**src/rtl/banked_spi_seq_pkg.sv**
```systemverilog
package banked_spi_seq_pkg;

  typedef enum logic [2:0] {
    OP_RD     = 3'd0,
    OP_WR     = 3'd1,
    OP_BSET   = 3'd2,
    OP_BCLR   = 3'd3,
    OP_PAIR   = 3'd4,
    OP_BUF_RD = 3'd5,
    OP_BUF_WR = 3'd6,
    OP_NONE   = 3'd7
  } op_e;

  typedef enum logic [1:0] {
    STEP_BCLR = 2'd0,
    STEP_BSET = 2'd1,
    STEP_MAIN = 2'd2,
    STEP_HIGH = 2'd3
  } step_e;

  typedef enum logic [1:0] {
    ST_IDLE = 2'd0,
    ST_LOAD = 2'd1,
    ST_BYTE = 2'd2,
    ST_GAP  = 2'd3
  } state_e;

  function automatic logic is_stream(op_e op);
    return (op == OP_BUF_RD) || (op == OP_BUF_WR);
  endfunction

endpackage

```
**src/rtl/banked_spi_seq_shift.sv**
```systemverilog
module banked_spi_seq_shift #(
  parameter int SCK_DIV = 4
) (
  input  logic       clk_i,
  input  logic       rst_ni,
  input  logic       start_i,
  input  logic [7:0] tx_i,
  input  logic       miso_i,
  output logic       sck_o,
  output logic       mosi_o,
  output logic [7:0] rx_o,
  output logic       done_o
);
  localparam int HALF  = SCK_DIV / 2;
  localparam int CNT_W = (HALF > 1) ? $clog2(HALF) : 1;

  logic             active_q;
  logic [CNT_W-1:0] cnt_q;
  logic [2:0]       bit_q;
  logic [7:0]       tx_q, rx_q;
  logic             sck_q, done_q;

  always_ff @(posedge clk_i or negedge rst_ni) begin
    if (!rst_ni) begin
      active_q <= 1'b0;
      cnt_q    <= '0;
      bit_q    <= '0;
      tx_q     <= '0;
      rx_q     <= '0;
      sck_q    <= 1'b0;
      done_q   <= 1'b0;
    end else begin
      done_q <= 1'b0;
      if (!active_q) begin
        if (start_i) begin
          active_q <= 1'b1;
          tx_q     <= tx_i;
          cnt_q    <= '0;
          bit_q    <= '0;
          sck_q    <= 1'b0;
        end
      end else if (cnt_q == CNT_W'(HALF - 1)) begin
        cnt_q <= '0;
        if (!sck_q) begin
          sck_q <= 1'b1;
          rx_q  <= {rx_q[6:0], miso_i};
        end else begin
          // falling edge: advance MOSI while SCK is low
          sck_q <= 1'b0;
          tx_q  <= {tx_q[6:0], 1'b0};
          bit_q <= bit_q + 3'd1;
          if (bit_q == 3'd7) begin
            active_q <= 1'b0;
            done_q   <= 1'b1;
          end
        end
      end else begin
        cnt_q <= cnt_q + CNT_W'(1);
      end
    end
  end

  assign sck_o  = sck_q;
  assign mosi_o = tx_q[7];
  assign rx_o   = rx_q;
  assign done_o = done_q;
endmodule

```
**src/rtl/banked_spi_seq_bank.sv**
```systemverilog
module banked_spi_seq_bank (
  input  logic       clk_i,
  input  logic       rst_ni,
  input  logic [1:0] bank_i,
  input  logic       load_i,
  output logic       match_o
);
  logic       valid_q;
  logic [1:0] bank_q;

  always_ff @(posedge clk_i or negedge rst_ni) begin
    if (!rst_ni) begin
      valid_q <= 1'b0;
      bank_q  <= '0;
    end else if (load_i) begin
      valid_q <= 1'b1;
      bank_q  <= bank_i;
    end
  end

  assign match_o = valid_q && (bank_q == bank_i);
endmodule

```
**src/rtl/banked_spi_seq_frame.sv**
```systemverilog
module banked_spi_seq_frame
  import banked_spi_seq_pkg::*;
#(
  parameter int         LEN_W     = 8,
  parameter logic [7:0] OPC_RD    = 8'h00,
  parameter logic [7:0] OPC_WR    = 8'h40,
  parameter logic [7:0] OPC_BSET  = 8'h80,
  parameter logic [7:0] OPC_BCLR  = 8'hA0,
  parameter logic [7:0] OPC_BRD   = 8'h3A,
  parameter logic [7:0] OPC_BWR   = 8'h7A,
  parameter logic [4:0] BANK_REG  = 5'h1F,
  parameter logic [7:0] BANK_MASK = 8'h03
) (
  input  step_e            step_i,
  input  op_e              op_i,
  input  logic [7:0]       addr_i,
  input  logic [15:0]      wdata_i,
  input  logic [LEN_W-1:0] len_i,
  input  logic [LEN_W-1:0] idx_i,
  output logic [7:0]       tx_o,
  output logic             last_o,
  output logic             capture_o,
  output logic             take_o
);
  logic [LEN_W-1:0] last_idx;
  logic [7:0]       cmd;
  logic [7:0]       data;
  logic [7:0]       reg_lo, reg_hi;
  logic [4:0]       addr_hi;

  assign addr_hi = addr_i[4:0] + 5'd1;
  assign reg_lo  = {3'b000, addr_i[4:0]};
  assign reg_hi  = {3'b000, addr_hi};

  always_comb begin
    last_idx = LEN_W'(1);
    cmd      = OPC_WR | reg_lo;
    data     = wdata_i[7:0];
    unique case (step_i)
      STEP_BCLR: begin
        cmd  = OPC_BCLR | {3'b000, BANK_REG};
        data = BANK_MASK;
      end
      STEP_BSET: begin
        cmd  = OPC_BSET | {3'b000, BANK_REG};
        data = {6'b0, addr_i[6:5]};
      end
      STEP_HIGH: begin
        cmd  = OPC_WR | reg_hi;
        data = wdata_i[15:8];
      end
      default: begin
        unique case (op_i)
          OP_RD: begin
            cmd      = OPC_RD | reg_lo;
            data     = 8'h00;
            last_idx = addr_i[7] ? LEN_W'(2) : LEN_W'(1);
          end
          OP_BSET: cmd = OPC_BSET | reg_lo;
          OP_BCLR: cmd = OPC_BCLR | reg_lo;
          OP_BUF_RD: begin
            cmd      = OPC_BRD;
            data     = 8'h00;
            last_idx = len_i;
          end
          OP_BUF_WR: begin
            cmd      = OPC_BWR;
            last_idx = len_i;
          end
          default: cmd = OPC_WR | reg_lo;
        endcase
      end
    endcase
  end

  assign tx_o      = (idx_i == '0) ? cmd : data;
  assign last_o    = (idx_i == last_idx);
  assign capture_o = (step_i == STEP_MAIN) && (idx_i != '0) &&
                     (((op_i == OP_RD) && (idx_i == last_idx)) || (op_i == OP_BUF_RD));
  assign take_o    = (step_i == STEP_MAIN) && (idx_i != '0) && (op_i == OP_BUF_WR);
endmodule

```
**src/rtl/banked_spi_seq_ctrl.sv**
```systemverilog
module banked_spi_seq_ctrl
  import banked_spi_seq_pkg::*;
#(
  parameter int         SCK_DIV   = 4,
  parameter int         LEN_W     = 8,
  parameter logic [7:0] OPC_RD    = 8'h00,
  parameter logic [7:0] OPC_WR    = 8'h40,
  parameter logic [7:0] OPC_BSET  = 8'h80,
  parameter logic [7:0] OPC_BCLR  = 8'hA0,
  parameter logic [7:0] OPC_BRD   = 8'h3A,
  parameter logic [7:0] OPC_BWR   = 8'h7A,
  parameter logic [4:0] BANK_REG  = 5'h1F,
  parameter logic [7:0] BANK_MASK = 8'h03
) (
  input  logic             clk_i,
  input  logic             rst_ni,
  input  logic             req_i,
  input  logic [2:0]       op_i,
  input  logic [7:0]       addr_i,
  input  logic [15:0]      wdata_i,
  input  logic [LEN_W-1:0] len_i,
  output logic             busy_o,
  output logic             done_o,
  output logic [7:0]       rdata_o,
  output logic             rvalid_o,
  output logic             wtake_o,
  output logic             cs_no,
  output logic             sh_start_o,
  output logic [7:0]       sh_tx_o,
  input  logic             sh_done_i,
  input  logic [7:0]       sh_rx_i
);
  localparam int GAP_W = $clog2(SCK_DIV);

  state_e           st_q;
  step_e            step_q;
  op_e              op_q, op_in;
  logic [7:0]       addr_q;
  logic [15:0]      wdata_q, frm_wdata;
  logic [LEN_W-1:0] len_q, idx_q;
  logic [GAP_W-1:0] gap_q;
  logic             busy_q, done_q, rvalid_q, wtake_q, cs_nq, start_q;
  logic [7:0]       rdata_q, tx_q;

  logic [7:0] frm_tx;
  logic       frm_last, frm_cap, frm_take;
  logic [1:0] bank_sel;
  logic       bank_match, bank_load;

  assign op_in     = op_e'(op_i);
  assign bank_sel  = (st_q == ST_IDLE) ? addr_i[6:5] : addr_q[6:5];
  assign bank_load = (st_q == ST_BYTE) && sh_done_i && frm_last && (step_q == STEP_BSET);
  assign frm_wdata = (op_q == OP_BUF_WR) ? {wdata_q[15:8], wdata_i[7:0]} : wdata_q;

  banked_spi_seq_bank u_bank (
    .clk_i   (clk_i),
    .rst_ni  (rst_ni),
    .bank_i  (bank_sel),
    .load_i  (bank_load),
    .match_o (bank_match)
  );

  banked_spi_seq_frame #(
    .LEN_W(LEN_W), .OPC_RD(OPC_RD), .OPC_WR(OPC_WR), .OPC_BSET(OPC_BSET),
    .OPC_BCLR(OPC_BCLR), .OPC_BRD(OPC_BRD), .OPC_BWR(OPC_BWR),
    .BANK_REG(BANK_REG), .BANK_MASK(BANK_MASK)
  ) u_frame (
    .step_i    (step_q),
    .op_i      (op_q),
    .addr_i    (addr_q),
    .wdata_i   (frm_wdata),
    .len_i     (len_q),
    .idx_i     (idx_q),
    .tx_o      (frm_tx),
    .last_o    (frm_last),
    .capture_o (frm_cap),
    .take_o    (frm_take)
  );

  always_ff @(posedge clk_i or negedge rst_ni) begin
    if (!rst_ni) begin
      st_q     <= ST_IDLE;
      step_q   <= STEP_MAIN;
      op_q     <= OP_NONE;
      addr_q   <= '0;
      wdata_q  <= '0;
      len_q    <= '0;
      idx_q    <= '0;
      gap_q    <= '0;
      busy_q   <= 1'b0;
      done_q   <= 1'b0;
      rvalid_q <= 1'b0;
      wtake_q  <= 1'b0;
      cs_nq    <= 1'b1;
      start_q  <= 1'b0;
      rdata_q  <= '0;
      tx_q     <= '0;
    end else begin
      start_q  <= 1'b0;
      done_q   <= 1'b0;
      rvalid_q <= 1'b0;
      wtake_q  <= 1'b0;
      unique case (st_q)
        ST_IDLE: begin
          if (req_i && (op_in != OP_NONE)) begin
            op_q    <= op_in;
            addr_q  <= addr_i;
            wdata_q <= wdata_i;
            len_q   <= len_i;
            idx_q   <= '0;
            busy_q  <= 1'b1;
            step_q  <= (is_stream(op_in) || bank_match) ? STEP_MAIN : STEP_BCLR;
            st_q    <= ST_LOAD;
          end
        end
        ST_LOAD: begin
          cs_nq   <= 1'b0;
          start_q <= 1'b1;
          tx_q    <= frm_tx;
          wtake_q <= frm_take;
          st_q    <= ST_BYTE;
        end
        ST_BYTE: begin
          if (sh_done_i) begin
            if (frm_cap) begin
              rdata_q  <= sh_rx_i;
              rvalid_q <= 1'b1;
            end
            if (frm_last) begin
              cs_nq <= 1'b1;
              gap_q <= '0;
              st_q  <= ST_GAP;
            end else begin
              idx_q <= idx_q + LEN_W'(1);
              st_q  <= ST_LOAD;
            end
          end
        end
        default: begin
          if (gap_q == GAP_W'(SCK_DIV - 1)) begin
            idx_q <= '0;
            st_q  <= ST_LOAD;
            unique case (step_q)
              STEP_BCLR: step_q <= STEP_BSET;
              STEP_BSET: step_q <= STEP_MAIN;
              STEP_MAIN: begin
                if (op_q == OP_PAIR) begin
                  step_q <= STEP_HIGH;
                end else begin
                  st_q   <= ST_IDLE;
                  busy_q <= 1'b0;
                  done_q <= 1'b1;
                end
              end
              default: begin
                st_q   <= ST_IDLE;
                busy_q <= 1'b0;
                done_q <= 1'b1;
              end
            endcase
          end else begin
            gap_q <= gap_q + GAP_W'(1);
          end
        end
      endcase
    end
  end

  assign busy_o     = busy_q;
  assign done_o     = done_q;
  assign rdata_o    = rdata_q;
  assign rvalid_o   = rvalid_q;
  assign wtake_o    = wtake_q;
  assign cs_no      = cs_nq;
  assign sh_start_o = start_q;
  assign sh_tx_o    = tx_q;
endmodule

```
**src/rtl/banked_spi_seq.sv**
```systemverilog
module banked_spi_seq #(
  parameter int         SCK_DIV   = 4,
  parameter int         LEN_W     = 8,
  parameter logic [7:0] OPC_RD    = 8'h00,
  parameter logic [7:0] OPC_WR    = 8'h40,
  parameter logic [7:0] OPC_BSET  = 8'h80,
  parameter logic [7:0] OPC_BCLR  = 8'hA0,
  parameter logic [7:0] OPC_BRD   = 8'h3A,
  parameter logic [7:0] OPC_BWR   = 8'h7A,
  parameter logic [4:0] BANK_REG  = 5'h1F,
  parameter logic [7:0] BANK_MASK = 8'h03
) (
  input  logic             clk_i,
  input  logic             rst_ni,
  input  logic             req_i,
  input  logic [2:0]       op_i,
  input  logic [7:0]       addr_i,
  input  logic [15:0]      wdata_i,
  input  logic [LEN_W-1:0] len_i,
  output logic             busy_o,
  output logic             done_o,
  output logic [7:0]       rdata_o,
  output logic             rvalid_o,
  output logic             wtake_o,
  output logic             cs_no,
  output logic             sck_o,
  output logic             mosi_o,
  input  logic             miso_i
);
  logic       sh_start, sh_done;
  logic [7:0] sh_tx, sh_rx;

  banked_spi_seq_ctrl #(
    .SCK_DIV(SCK_DIV), .LEN_W(LEN_W), .OPC_RD(OPC_RD), .OPC_WR(OPC_WR),
    .OPC_BSET(OPC_BSET), .OPC_BCLR(OPC_BCLR), .OPC_BRD(OPC_BRD),
    .OPC_BWR(OPC_BWR), .BANK_REG(BANK_REG), .BANK_MASK(BANK_MASK)
  ) u_ctrl (
    .clk_i      (clk_i),
    .rst_ni     (rst_ni),
    .req_i      (req_i),
    .op_i       (op_i),
    .addr_i     (addr_i),
    .wdata_i    (wdata_i),
    .len_i      (len_i),
    .busy_o     (busy_o),
    .done_o     (done_o),
    .rdata_o    (rdata_o),
    .rvalid_o   (rvalid_o),
    .wtake_o    (wtake_o),
    .cs_no      (cs_no),
    .sh_start_o (sh_start),
    .sh_tx_o    (sh_tx),
    .sh_done_i  (sh_done),
    .sh_rx_i    (sh_rx)
  );

  banked_spi_seq_shift #(.SCK_DIV(SCK_DIV)) u_shift (
    .clk_i   (clk_i),
    .rst_ni  (rst_ni),
    .start_i (sh_start),
    .tx_i    (sh_tx),
    .miso_i  (miso_i),
    .sck_o   (sck_o),
    .mosi_o  (mosi_o),
    .rx_o    (sh_rx),
    .done_o  (sh_done)
  );
endmodule

```
**config.mk**
```make
export PLATFORM = sky130hd
export DESIGN_NAME = banked_spi_seq
export DESIGN_NICKNAME = d
export VERILOG_FILES = /design/src/rtl/banked_spi_seq_pkg.sv /design/src/rtl/banked_spi_seq_shift.sv /design/src/rtl/banked_spi_seq_bank.sv /design/src/rtl/banked_spi_seq_frame.sv /design/src/rtl/banked_spi_seq_ctrl.sv /design/src/rtl/banked_spi_seq.sv
export SDC_FILE = /design/constraint.sdc
export NUM_CORES = 1
export LEC_CHECK = 0
export CELL_PAD_IN_SITES_DETAIL_PLACEMENT = 0
export CELL_PAD_IN_SITES_GLOBAL_PLACEMENT = 1
export CORE_MARGIN = 2
export CORE_UTILIZATION = 50
export CTS_BUF_LIST = sky130_fd_sc_hd__clkbuf_8
export DETAILED_ROUTE_END_ITERATION = 8
export GPL_TIMING_DRIVEN = 0
export PLACE_DENSITY_LB_ADDON = 0.1
export SKIP_CTS_REPAIR_TIMING = 1
export SYNTH_ARGS = -nofsm -noshare
export SYNTH_HDL_FRONTEND = slang
export SYNTH_SLANG_ARGS = --single-unit
```
**constraint.sdc**
```tcl
create_clock -name clk_i -period 4.27 [get_ports clk_i]
set_clock_uncertainty 0.05 [all_clocks]
set_input_delay 1.0675 -clock clk_i [delete_from_list [all_inputs] [get_ports clk_i]]
set_output_delay 1.0675 -clock clk_i [all_outputs]
set_load 0.03 [all_outputs]
```
==> results.toml, run 1 <==
[setup_path]
reg2reg_slack_ns = 1.31
critical_path_class = "reg2reg"
cp.required_ns = 4.48
worst_setup_path_start_kind = "register"
path_cells = "ha_1 > clkbuf_1 > o2111ai_1 > a2bb2oi_1 > or3_1 > buf_2 > nor2_4 > o2111ai_4 > mux2_4"
crit_slowest_cell = "dfstp_2"
cp_max_fo = 10
cp-end-kind = "register"
crit_family = "compound AO/OA/AOI/OAI gates"
arrival_ns = 3.17
cp_num_buf_inv = 2
max_stage_delay_ns = 0.56

[clock_tree]
cts.htree.levels = 3
clock_latency_ns = 0.37
cts_root_buf = "clkbuf_8"
cts_tree = "built"
numCtsBuffers = 9
clkSinkCount = 97
clk_pin_slew_worst_paths_ns = 0.09
cts_max_path_buffers = 2

[drt]
drt-initial-drc-count = 186
vias_per_cell = 5.55
wl_per_cell_um = 16.3
drc = 0
postRouteAntennaNets = 0
firstDrtPassIters = 4
wl_mm = 10.8
vias = 3699

[synth]
yosysUniqueCellTypes = 65
syn_area_sq_um = 5140
async_reset_ff_share_pct = 100
yosysWarnings = 0
syn_area_per_cell_sq_um = 11.0
synth_ff_type = "dfrtp_1"
synth_edf_count = 0
seq_area_frac_synth_pct = 47.4
postSynthCellCount = 465
ys_ff_latch = 97
synth_nets = 519

[job]
maxCapViolCount = 0

[floorplan]
pin_count = 54
initial_core_util_pct = 52.1
placementRows = 36
core_sq_um = 9860
dieHeight_um = 105
fp.dieArea_sq_um = 11100
die_w_um = 105

[finish]
nets = 584
diodes = 0
drive_above_1_share_pct = 17.4
fillerInstances = 856
syn_to_final_growth_pct = 17.3

[timing]
rsz0062_at_grt = "false"
finalSetupViolCount = 0
period_needed_ns = 2.96
max_slew.worst_pin.slew_ns = 0.759
report.final.slew_viol_count = 0
slew_headroom_pct = 49.4
hold_viol_final = 0
fin_crit_sh_pct = 69.3
clock.fmax_mhz = 338
layout_setup_ws_ns = 1.31

[place]
place_ws_ns = 0.906
io_buffers = 53
hpwl_mm = 7.96
globalplace.congestion = 0.756

[power_and_ir_drop]
pwr-share-seq_pct = 60.4
swShare_pct = 23.5
clockPowerShare_pct = 35.4
power.total_w = 0.00153
peakVddDrop_mv = 0.167
switching_power_w = 0.000361
power_density_nw_per_um2 = 254
internal_power_w = 0.00117
p_comb_share_pct = 4.2
p_leak_nw = 2.73

[hold_path]
hold_path_class = "reg2reg"

[grt]
grt_max_degree = 62
grt_pass1_wl_mm = 18.1
grt_overflow_total = 0
antenna_found_initial = 0
grt_pass1_vias = 3666
global_route.usage.total_pct = 20.7

[outcome]
outcome = "finished clean"
[cells by family (layout without fill, tap and decap cells)]
group                    count (synthesis)  after routing  synth area share (%)
AND/OR/NAND/NOR                        121            121                  13.3
flip-flops                              97             97                  47.4
AO/OA/AOI/OAI                           96             96                  12.8
multiplexers                            75             75                  16.6
buffers and inverters                   47            116                  3.80
adder cells (fa/ha/maj)                 15             15                  3.65
XOR/XNOR                                14             14                  2.53
[routing by layer]
metal | vias up | track usage, % | part of all wire (%)
met5 | - | 0 | 0
met4 | 0 | 5.90 | 1.2
met3 | 8 | 4.76 | 3.3
met2 | 60 | 32.6 | 47
met1 | 1805 | 28.6 | 48
li1 | 1826 | - | -
[cell usage after synthesis (4+ instances only)]
library cell | count | area, sq um
a21oi_1 | 11 | 55.1
a22o_1 | 4 | 35.0
a31oi_1 | 8 | 50.1
clkbuf_1 | 19 | 71.3
dfrtp_1 | 92 | 2300
dfstp_2 | 5 | 131
ha_1 | 15 | 188
inv_1 | 21 | 78.8
mux2_2 | 47 | 529
mux2_4 | 8 | 120
mux2i_1 | 19 | 190
nand2_1 | 34 | 128
nand2b_1 | 6 | 37.5
nand3_1 | 17 | 85.1
nand3b_1 | 4 | 30.0
nor2_1 | 21 | 78.8
nor3_1 | 7 | 35.0
nor4bb_1 | 5 | 50.1
o2111ai_1 | 4 | 35.0
o211ai_1 | 8 | 60.1
o21ai_0 | 33 | 165
o31ai_1 | 4 | 30.0
xnor2_1 | 9 | 78.8
xor2_1 | 4 | 35.0
[power groups by stage]
stage | sequential [W] | clock (W) | combinational [W]
5_1_grt | 0.000926 | 0.000613 | 0.0000714
3_3_place_gp | 0.000943 | 0 | 0.0000627
6_report | 0.000925 | 0.000542 | 0.0000649
2_1_floorplan | 0.000942 | 0 | 0.00000592
3_5_place_dp | 0.000943 | 0 | 0.0000667
4_1_cts | 0.000925 | 0.000564 | 0.0000669
[metrics by stage]
| stage | area, sq um | hold WS [ns] | util [%] | std cells | TNS, ns |
|---|---|---|---|---|---|
| 2_1_floorplan | 5140 | 0.385 | - | 465 | 0 |
| 3_3_place_gp | 5830 | 0.404 | 59.1 | 651 | -139.36 |
| 3_5_place_dp | 5860 | 0.415 | 59.4 | 652 | 0 |
| 4_1_cts | 6020 | 0.437 | 61.1 | 667 | 0 |
| 5_1_grt | 6020 | 0.452 | 61.1 | 667 | 0 |
| 6_report | 6020 | 0.436 | 61.1 | 667 | 0 |
[state kept, by name, summed over array words and instances, names as in the netlist, 3 cells and up]
signal          count
u_ctrl.idx_q        8
u_ctrl.sh_tx_o      8
u_shift.tx_q        8
u_shift.bit_q       3
u_ctrl.rdata_o      8
u_ctrl.len_q        8
u_ctrl.wdata_q     16
u_ctrl.addr_q       8
u_shift.rx_o        8
u_ctrl.op_q         3
[area by class of cell]
type | count | area [sq um] | share of cell area [%]
Sequential cell | 97 | 2430 | 40.4
Clock inverter | 6 | 42.5 | 0.706
Timing Repair Buffer | 54 | 556 | 9.22
Inverter | 21 | 78.8 | 1.31
Multi-Input combinational cell | 321 | 2510 | 41.6
Buffer | 26 | 116 | 1.93
Tap cell | 133 | 166 | 2.76
Clock buffer | 9 | 124 | 2.06
[cell usage in the layout (no fill, tap or decap), types with 7 or more instances in the layout]
| cell | netlist | routed |
|---|---|---|
| nand2_1 | 34 | 34 |
| a31oi_1 | 8 | 8 |
| clkdlybuf4s50_1 | 0 | 52 |
| dfrtp_1 | 92 | 92 |
| clkbuf_8 | 0 | 9 |
| a21oi_1 | 11 | 11 |
| clkbuf_1 | 19 | 19 |
| mux2i_1 | 19 | 19 |
| nand3_1 | 17 | 17 |
| nor3_1 | 7 | 7 |
| ha_1 | 15 | 15 |
| inv_1 | 21 | 22 |
| nor2_1 | 21 | 21 |
| o21ai_0 | 33 | 33 |
| o211ai_1 | 8 | 8 |
| mux2_2 | 47 | 47 |
| mux2_4 | 8 | 8 |
| xnor2_1 | 9 | 9 |
[worst paths after layout]
check / startpoint / end / depth (start not counted)
setup / recovery: u_ctrl.step_q[1] / u_ctrl.rdata_o[6] / 9
hold / removal: u_ctrl.u_bank.valid_q / u_ctrl.u_bank.valid_q / 1
setup reg to reg: u_ctrl.step_q[1] / u_ctrl.rdata_o[6] / 9
hold reg to reg: u_ctrl.u_bank.valid_q / u_ctrl.u_bank.valid_q / 1
max in group asynchronous: rst_ni / u_shift.tx_q[4] / 2
min in group asynchronous: rst_ni / u_ctrl.idx_q[5] / 1
Note: power is estimated with default switching activity, not from simulation.
==> run 2: changes to the inputs <==
CORE_UTILIZATION = 47   (was 50)
clock period = 2.75 ns   (was 4.27 ns; I/O delays follow)
==> run 2 against run 1 <==
The flow now finishes with violations (negative setup slack). Clock power grew 62%. Global-route usage is 0.13 points higher. Via count increased by 2.7%. Utilization shrank 3.3 points. Combinational power increased by 57%. Die area is 6.1% higher. Largest power group unchanged. Critical path depth stayed put. First-iteration DRC count increased by 31%. Sequential share of layout area fell by 1.2 points. Worst hold slack worse by 0.17 ns. Sequential cell count stayed put. Final area up 3.0%.
==> results.toml, run 2 (synthesis gave the netlist of run 1 again) <==
[finish]
drive_above_1_share_pct = 20.7
nets = 594
diodes = 0
multi_input_area_sq_um = 2540
postLayoutCellArea_sq_um = 6210
fillerInstances = 989
syn_to_final_growth_pct = 20.8
largest-register = "u_ctrl.wdata_q"
utilization_pct = 57.8
largest_reg_flops = 16
most-common-layout-cells = "92 x dfrtp_1, 52 x clkdlybuf4s50_1, 47 x mux2_2, 34 x nand2_1, 33 x o21ai_0"
final_common_cell = "dfrtp_1"
seqCellArea_sq_um = 2430

[grt]
grt_max_degree = 52
grt_pass1_vias = 3754
antenna_found_initial = 0
global_route.usage.total_pct = 20.8
grt_pass1_wl_mm = 19.0
grt_overflow_total = 0

[power_and_ir_drop]
power_density_nw_per_um2 = 389
clockPowerShare_pct = 36.3
power.total_w = 0.00241
swShare_pct = 24.4
pwr-share-seq_pct = 59.4
peakVddDrop_mv = 0.242
switching_power_w = 0.000588
internal_power_w = 0.00183
p_leak_nw = 2.82
p_comb_share_pct = 4.2

[outcome]
violations = "negative setup slack"
outcome = "finished with violations"

[clock_tree]
clk_pin_slew_worst_paths_ns = 0.10
clkSinkCount = 97
cts_tree = "built"
cts_max_path_buffers = 2
numCtsBuffers = 9
clock_latency_ns = 0.38
cts.htree.levels = 3
cts_root_buf = "clkbuf_8"

[job]
maxCapViolCount = 0

[setup_path]
arrival_ns = 2.97
crit_slowest_cell = "dfstp_2"
reg2reg_slack_ns = -0.01
worst_setup_path_start_kind = "register"
cp_max_fo = 10
cp.required_ns = 2.96
max_stage_delay_ns = 0.64
critical_path_class = "reg2reg"
path_cells = "buf_4 > and4b_1 > nor3_1 > and4_4 > a211oi_4 > nor2_4 > o2111ai_4 > clkbuf_16 > mux2_4"
cp-end-kind = "register"

[floorplan]
initial_core_util_pct = 47.8
die_w_um = 109
dieHeight_um = 109
fp.dieArea_sq_um = 11800
core_sq_um = 10700
pin_count = 54
placementRows = 38

[timing]
period_needed_ns = 2.76
layout_setup_ws_ns = -0.0117
slew_headroom_pct = 56.6
report.final.slew_viol_count = 0
clock.fmax_mhz = 362
rsz0062_at_grt = "true"
finalSetupViolCount = 2
fin_crit_sh_pct = 100
max_slew.worst_pin.slew_ns = 0.645
hold_viol_final = 0

[hold_path]
hold_path_class = "in2async"

[place]
place_ws_ns = -0.246
hpwl_mm = 8.09
globalplace.congestion = 0.804
placed_cell_area_sq_um = 5870
io_buffers = 53

[drt]
drc = 0
firstDrtPassIters = 4
postRouteAntennaNets = 0
vias_per_cell = 5.55
wl_mm = 11.4
wl_per_cell_um = 16.6
drt-initial-drc-count = 243
vias = 3799
==> run 2: cell types whose count changed in the layout (fill, tap and decap cells not counted), moves of 2 or more <==
cell	change
buf_4	+8
clkbuf_1	-4
clkbuf_2	+3
clkinv_4	+2
==> run 2: through the flow <==
step | instances | TNS [ns] | hold slack (ns)
floorplan | 465 | 0 | 0.342
global placement | 658 | -257.53 | 0.406
detailed placement | 659 | -5.35 | 0.406
CTS | 675 | -1.83 | 0.288
global route | 685 | -0.384 | 0.308
finish | 685 | -0.0202 | 0.265
==> run 2: final timing paths <==
kind | from | endpoint | depth (start not counted)
max in group asynchronous | rst_ni | u_ctrl.sh_tx_o[5] | 2
worst min register to register | u_ctrl.u_bank.valid_q | u_ctrl.u_bank.valid_q | 1
worst min-delay path | rst_ni | u_ctrl.idx_q[5] | 1
min in group clk_i | u_ctrl.u_bank.valid_q | u_ctrl.u_bank.valid_q | 1
worst max-delay path | u_ctrl.op_q[1] | u_ctrl.rdata_o[6] | 9
worst max register to register | u_ctrl.op_q[1] | u_ctrl.rdata_o[6] | 9
==> run 2: power by group through the flow <==
stage | Sequential, W | Combinational, W | Clock [W]
final | 0.00144 | 0.000102 | 0.000878
after global routing | 0.00144 | 0.000113 | 0.000969
after CTS | 0.00144 | 0.000104 | 0.000905
after detailed placement | 0.00146 | 0.000104 | 0
after global placement | 0.00146 | 0.0000981 | 0
after floorplan | 0.00146 | 0.00000919 | 0
==> run 2: cell type report <==
type / count / share of cell area, %
Multi-Input combinational cell: 321 / 41.0
Sequential cell: 97 / 39.2
Timing Repair Buffer: 66 / 10.8
Tap cell: 140 / 2.82
Buffer: 24 / 2.04
Clock buffer: 9 / 2.00
Inverter: 21 / 1.27
Clock inverter: 7 / 0.847
==> run 2: per-layer routing <==
metal,global-route usage (%),part of all wire (%),up-vias
li1,-,-,1847
met1,29.5,49,1867
met2,32.2,47,69
met3,3.80,3.2,16
met4,6.96,1.5,0
met5,0,0,-
==> run 2: critical path, delay by kind of cell (launching register included) <==
family,cells,cell delay (ns)
flops,1,0.64
simple gates,4,0.63
buf+inv,2,0.41
mux,1,0.29
compound gates,2,0.61
==> run 3: changes to the inputs <==
CORE_UTILIZATION = 50   (was 47)
clock period = 3.2 ns   (was 2.75 ns; I/O delays follow)
==> results of run 3 <==
The final DEF is identical to that of run 1. Status: finished clean.
Among the figures that moved: setup slack after placement 0.906 ns -> 0.103 ns; clock-pin slew on the worst setup and hold paths 0.09 ns -> 0.10 ns; setup slack after layout 1.31 ns -> 0.242 ns; hold slack 0.436 ns -> 0.335 ns; register-to-register setup slack 1.31 ns -> 0.24 ns; total power 0.00153 W -> 0.00204 W; worst IR drop on VDD 0.167 mV -> 0.222 mV
